**src/rtl/ring_match_pkg.sv**
```systemverilog
package ring_match_pkg;

    typedef enum logic [2:0] {
        RING_NONE = 3'd0,
        RING_USER = 3'd1,
        RING_OS   = 3'd2,
        RING_POOL = 3'd3,
        RING_PHYS = 3'd4
    } ring_code_e;

    typedef enum logic {
        ST_IDLE  = 1'b0,
        ST_REPLY = 1'b1
    } match_state_e;

endpackage

```
**src/rtl/hw_cam_builder.sv**
```systemverilog
module hw_cam_builder #(
    parameter int BLK_W = 4,
    parameter int IDX_W = 20,
    parameter int PID_W = 10
) (
    input  logic                   tid8,
    input  logic [BLK_W-1:0]       block_id,
    input  logic [PID_W-1:0]       pid,
    output logic [BLK_W+IDX_W-1:0] hw_cam
);
    localparam int NARROW = 7;
    localparam int WIDE   = 8;

    logic [IDX_W-1:0] thread_field;

    always_comb begin
        thread_field = '0;
        if (tid8) begin
            thread_field[WIDE]       = 1'b1;
            thread_field[WIDE-1:0]   = pid[WIDE-1:0];
        end else begin
            thread_field[NARROW]     = 1'b1;
            thread_field[NARROW-1:0] = pid[NARROW-1:0];
        end
    end

    assign hw_cam = {block_id, thread_field};
endmodule

```
**src/rtl/ring_select.sv**
```systemverilog
module ring_select
    import ring_match_pkg::*;
#(
    parameter int CAM_W = 24,
    parameter int LS_W  = 4
) (
    input  logic             fmt,
    input  logic             ignore,
    input  logic [CAM_W-1:0] target,
    input  logic [LS_W-1:0]  ls,
    input  logic [CAM_W-1:0] hw_cam,
    input  logic             phys_valid,
    input  logic             pool_valid,
    input  logic [CAM_W-1:0] pool_cam,
    input  logic             os_valid,
    input  logic [CAM_W-1:0] os_cam,
    input  logic             user_valid,
    input  logic [LS_W-1:0]  user_ls,
    output ring_code_e       code
);
    localparam int N_CAM_RINGS = 3;

    logic [CAM_W-1:0]       ring_cam [N_CAM_RINGS];
    logic [N_CAM_RINGS-1:0] ring_vld;
    logic [N_CAM_RINGS-1:0] ring_hit;

    assign ring_cam[0] = os_cam;
    assign ring_cam[1] = pool_cam;
    assign ring_cam[2] = hw_cam;
    assign ring_vld    = {phys_valid, pool_valid, os_valid};

    for (genvar g = 0; g < N_CAM_RINGS; g++) begin : g_hit
        assign ring_hit[g] = ring_vld[g] && (ring_cam[g] == target);
    end

    always_comb begin
        code = RING_NONE;
        if (!fmt) begin
            if (!ignore) begin
                if (ring_hit[2])      code = RING_PHYS;
                else if (ring_hit[1]) code = RING_POOL;
                else if (ring_hit[0]) code = RING_OS;
            end
        end else begin
            if (ring_hit[0] && user_valid && (user_ls == ls)) code = RING_USER;
        end
    end
endmodule

```
**src/rtl/thread_ring_matcher.sv**
```systemverilog
module thread_ring_matcher
    import ring_match_pkg::*;
#(
    parameter int BLK_W = 4,
    parameter int IDX_W = 20,
    parameter int PID_W = 10,
    parameter int LS_W  = 4,
    localparam int CAM_W = BLK_W + IDX_W
) (
    input  logic             clk,
    input  logic             rst_n,
    input  logic             req_valid,
    input  logic             req_format,
    input  logic [BLK_W-1:0] req_block,
    input  logic [IDX_W-1:0] req_index,
    input  logic             req_ignore,
    input  logic [LS_W-1:0]  req_ls,
    input  logic             cfg_tid8,
    input  logic [BLK_W-1:0] cfg_block,
    input  logic [PID_W-1:0] cfg_pid,
    input  logic             phys_valid,
    input  logic             pool_valid,
    input  logic [CAM_W-1:0] pool_cam,
    input  logic             os_valid,
    input  logic [CAM_W-1:0] os_cam,
    input  logic             user_valid,
    input  logic [LS_W-1:0]  user_ls,
    output logic             rsp_done,
    output logic [2:0]       rsp_ring
);
    match_state_e     state_q, state_d;
    ring_code_e       code_now;
    ring_code_e       ring_q;
    logic [CAM_W-1:0] hw_cam;
    logic [CAM_W-1:0] target;

    assign target = {req_block, req_index};

    hw_cam_builder #(.BLK_W(BLK_W), .IDX_W(IDX_W), .PID_W(PID_W)) u_cam (
        .tid8     (cfg_tid8),
        .block_id (cfg_block),
        .pid      (cfg_pid),
        .hw_cam   (hw_cam)
    );

    ring_select #(.CAM_W(CAM_W), .LS_W(LS_W)) u_sel (
        .fmt        (req_format),
        .ignore     (req_ignore),
        .target     (target),
        .ls         (req_ls),
        .hw_cam     (hw_cam),
        .phys_valid (phys_valid),
        .pool_valid (pool_valid),
        .pool_cam   (pool_cam),
        .os_valid   (os_valid),
        .os_cam     (os_cam),
        .user_valid (user_valid),
        .user_ls    (user_ls),
        .code       (code_now)
    );

    always_comb begin
        state_d = state_q;
        unique case (state_q)
            ST_IDLE:  if (req_valid) state_d = ST_REPLY;
            ST_REPLY: state_d = req_valid ? ST_REPLY : ST_IDLE;
            default:  state_d = ST_IDLE;
        endcase
    end

    always_ff @(posedge clk or negedge rst_n) begin
        if (!rst_n) state_q <= ST_IDLE;
        else        state_q <= state_d;
    end

    always_ff @(posedge clk or negedge rst_n) begin
        if (!rst_n)         ring_q <= RING_NONE;
        else if (req_valid) ring_q <= code_now;
    end

    assign rsp_done = (state_q == ST_REPLY);
    assign rsp_ring = ring_q;
endmodule

```
**config.mk**
```make
export PLATFORM = sky130hd
export DESIGN_NAME = thread_ring_matcher
export DESIGN_NICKNAME = d
export VERILOG_FILES = /design/src/rtl/ring_match_pkg.sv /design/src/rtl/hw_cam_builder.sv /design/src/rtl/ring_select.sv /design/src/rtl/thread_ring_matcher.sv
export SDC_FILE = /design/constraint.sdc
export NUM_CORES = 1
export LEC_CHECK = 0
export ABC_AREA = 1
export BUFFER_PORTS_ARGS = -buffer_cell sky130_fd_sc_hd__buf_2
export CORE_ASPECT_RATIO = 1.75
export CORE_MARGIN = 3
export CORE_UTILIZATION = 45
export CTS_BUF_LIST = sky130_fd_sc_hd__clkbuf_4 sky130_fd_sc_hd__clkbuf_8
export DETAILED_ROUTE_END_ITERATION = 12
export GPL_TIMING_DRIVEN = 0
export PLACE_DENSITY = 0.83
export SLEW_MARGIN = 20
export SYNTH_ARGS = -nofsm -noshare
export SYNTH_HDL_FRONTEND = slang
export SYNTH_SLANG_ARGS = --single-unit
```
**constraint.sdc**
```tcl
create_clock -name clk -period 0.8 [get_ports clk]
set_input_delay 0.12 -clock clk [delete_from_list [all_inputs] [get_ports clk]]
set_output_delay 0.12 -clock clk [all_outputs]
set_load 0.005 [all_outputs]
```
==> impl_metrics.py <==
metrics = {
    "status": {
        "status": "complete, but fails checks",
        "failed_checks": "negative setup slack",
    },
    "flow_run": {
        "cap_violations": 0,
    },
    "min_path": {
        "hold_class": "in -> reg",
    },
    "worst_setup_path": {
        "arrival_ns": 1.03,
        "path_max_fanout": 3,
        "worstSetupPathType": "in -> reg",
        "worstPathRequired_ns": 0.91,
        "worst_setup_path_end_kind": "flop",
        "cp-start-kind": "primary input",
    },
    "timing": {
        "setup_viol": 6,
        "max_freq_mhz": 1080,
        "whs_ns": 0.0225,
        "rsz0062_at_grt": "true",
        "setup_slack_ns": -0.122,
        "tightest_slew_ns": 0.265,
        "fin_worst_skew_ns": 0,
        "period_minus_slack_ns": 0.922,
        "drv_slew": 0,
        "finalHoldViolCount": 0,
        "fin_crit_sh": 1.15,
        "slew-limit-headroom": 0.822,
    },
    "cts": {
        "cts_root_buf": "clkbuf_8",
        "htreeDepth": 1,
        "clkTransAtPathRegs_ns": 0.03,
        "clock_sinks": 4,
        "cts_buffer_depth": 2,
        "insertion_delay_ns": 0.22,
        "cts_tree": "done",
        "cts_buffers": 3,
    },
    "power_and_ir_drop": {
        "combPwrFrac": 0.703,
        "p_leak_uw": 0.00181,
        "p_per_area_nw_per_um2": 707,
        "p_seq_frac": 0.096,
        "peakVddDrop_uv": 761,
        "switchingPower_uw": 941,
        "clkPwrFrac": 0.202,
        "intPower_uw": 1220,
        "switching_share": 0.436,
    },
    "place": {
        "placed_area_um2": 2400,
        "gp_congestion": 0.972,
        "detailed_place_hpwl_mm": 6.25,
        "dp_slack_ns": -0.539,
        "numPortBuffers": 104,
        "dp.cells": 549,
    },
    "global_route": {
        "grt_overflow": 0,
        "grt_max_degree": 7,
        "track_usage": 0.298,
        "grt_pass1_vias": 2596,
        "grt_pass1_wl_mm": 10.9,
        "antenna_found_initial": 0,
    },
    "synth": {
        "synth.area.mux_share": 0,
        "synth-compound-area-share": 0.0290,
        "ys.warnings.count": 0,
        "ys_ff_latch": 4,
        "ys_types": 25,
        "seq_area_frac_synth": 0.0552,
        "yosys.area.top_type": "nand2_1",
        "synth_top_family_by_area": "simple AND/OR/NAND/NOR gates",
        "synth_top_area_frac": 0.377,
        "synth_fp_nets": 503,
        "synthTopCellsByArea": "nand2_1 38%, inv_1 13%, nor2_1 12%",
        "synth_simple_gate_area_share": 0.625,
        "avgSynthCellArea_um2": 4.54,
        "synth_xor_area_frac": 0.110,
        "syn_area_um2": 1810,
        "synthAdderAreaFrac": 0,
        "synth_cells": 399,
    },
    "route": {
        "vias": 2800,
        "drt_drc_violations_left": 0,
        "wl_per_cell_um": 14.0,
        "wl_mm": 7.81,
        "first_iter_violations": 69,
        "viasPerCell": 5.03,
        "drt_first_pass_iters": 4,
        "detail-route-antenna-nets": 0,
    },
    "final_layout": {
        "mostFrequentLayoutCells": "126 x nand2_1, 76 x buf_2, 55 x inv_1, 49 x nand2_2, 40 x nor2_1",
        "antenna_cells": 0,
        "final_common_cell": "nand2_1",
        "fillers": 297,
        "drive_above_1_share": 0.466,
        "final_cells": 557,
        "fin_area_um2": 3050,
        "nNetsFinal": 617,
        "area_growth_pct": 68.4,
    },
    "floorplan": {
        "start_util": 0.485,
        "core-area_um2": 3740,
        "io_pins": 108,
        "die_w_um": 54.0,
        "dieArea_um2": 4860,
        "fp-row-count": 29,
        "die_h_um": 90.0,
    },
}
[synthesized netlist by cell type (all sizes together)]
cell type,number
o22ai,3
buf,1
nor2b,2
xnor2,18
inv,81
nand4,11
nor2,61
and2,2
nand3,15
o21ai,2
clkinv,3
dfrtp,4
nand3b,2
or2,1
nor3,1
nor3b,1
and3,1
nand2,182
a21oi,4
xor2,4
[power by group through the flow]
stage	Clock (uW)	Combinational (uW)	Sequential [uW]
6_report	435	1520	207
3_3_place_gp	0	1110	209
4_1_cts	430	1250	207
5_1_grt	447	1650	207
3_5_place_dp	0	1130	209
2_1_floorplan	0	617	210
[flip-flops by register name, summed over array words and instances (netlist names)]
register,count
rsp_ring,3
rsp_done,1
[routing by layer]
metal	part of all wire	global-route usage
met4	0.073	0.143
met3	0.068	0.0315
met1	0.31	0.277
met2	0.55	0.581
met5	0	0
[layout make-up]
| cell class | instances | area (um2) | area share |
|---|---|---|---|
| buffer | 1 | 20.0 | 0.00656 |
| sequential | 4 | 100 | 0.0328 |
| tap | 46 | 57.6 | 0.0189 |
| timing repair buffer | 109 | 721 | 0.236 |
| multi-input combinational | 310 | 1780 | 0.582 |
| inverter | 84 | 338 | 0.111 |
| clock buffer | 3 | 41.3 | 0.0135 |
[path summary, 6_finish.rpt]
check | start | to | slack, ns | cells past startpoint
worst max-delay path | req_index[15] | rsp_ring[1] | -0.12 | 11
worst min-delay path | req_valid | rsp_done | 0.02 | 1
worst max register to register | rsp_ring[1] | rsp_ring[1] | 0.08 | 3
worst min register to register | rsp_ring[0] | rsp_ring[0] | 0.47 | 2
max in group asynchronous | rst_n | rsp_ring[0] | 0.45 | 2
min in group asynchronous | rst_n | rsp_ring[2] | 0.23 | 2
[cells by family (layout without fill, tap and decap cells)]
logic type | after synthesis | in the layout
AO/OA/AOI/OAI | 9 | 9
buffers and inverters | 85 | 197
XOR/XNOR | 22 | 22
AND/OR/NAND/NOR | 279 | 279
flip-flops | 4 | 4
[what timing repair did]
action	CTS	global route
hold buffers	1	0
pin swaps	19	65
endpoints found under the hold margin	4	0
setup buffers	2	2
endpoints found under the setup margin	6	7
gates resized for setup	50	128
[per-stage QoR]
step           power [uW]  utilization  TNS (ns)
2_1_floorplan         827            -    -0.132
3_3_place_gp         1320        0.643     -1.28
3_5_place_dp         1340        0.643     -1.31
4_1_cts              1880        0.709    -0.239
5_1_grt              2300        0.817    -0.652
6_report             2160        0.817    -0.292
[worst max-delay path, stage by stage]
cell and delay (ns):
buf_8 0.10, inv_4 0.06, nand2_4 0.05, nor2_4 0.14, nand2_2 0.08, nor2_2 0.08
nand3_1 0.08, nor2_1 0.13, nor2_1 0.07, nand2_2 0.06, nand2_1 0.05
Power figures use the tool's default switching activity.
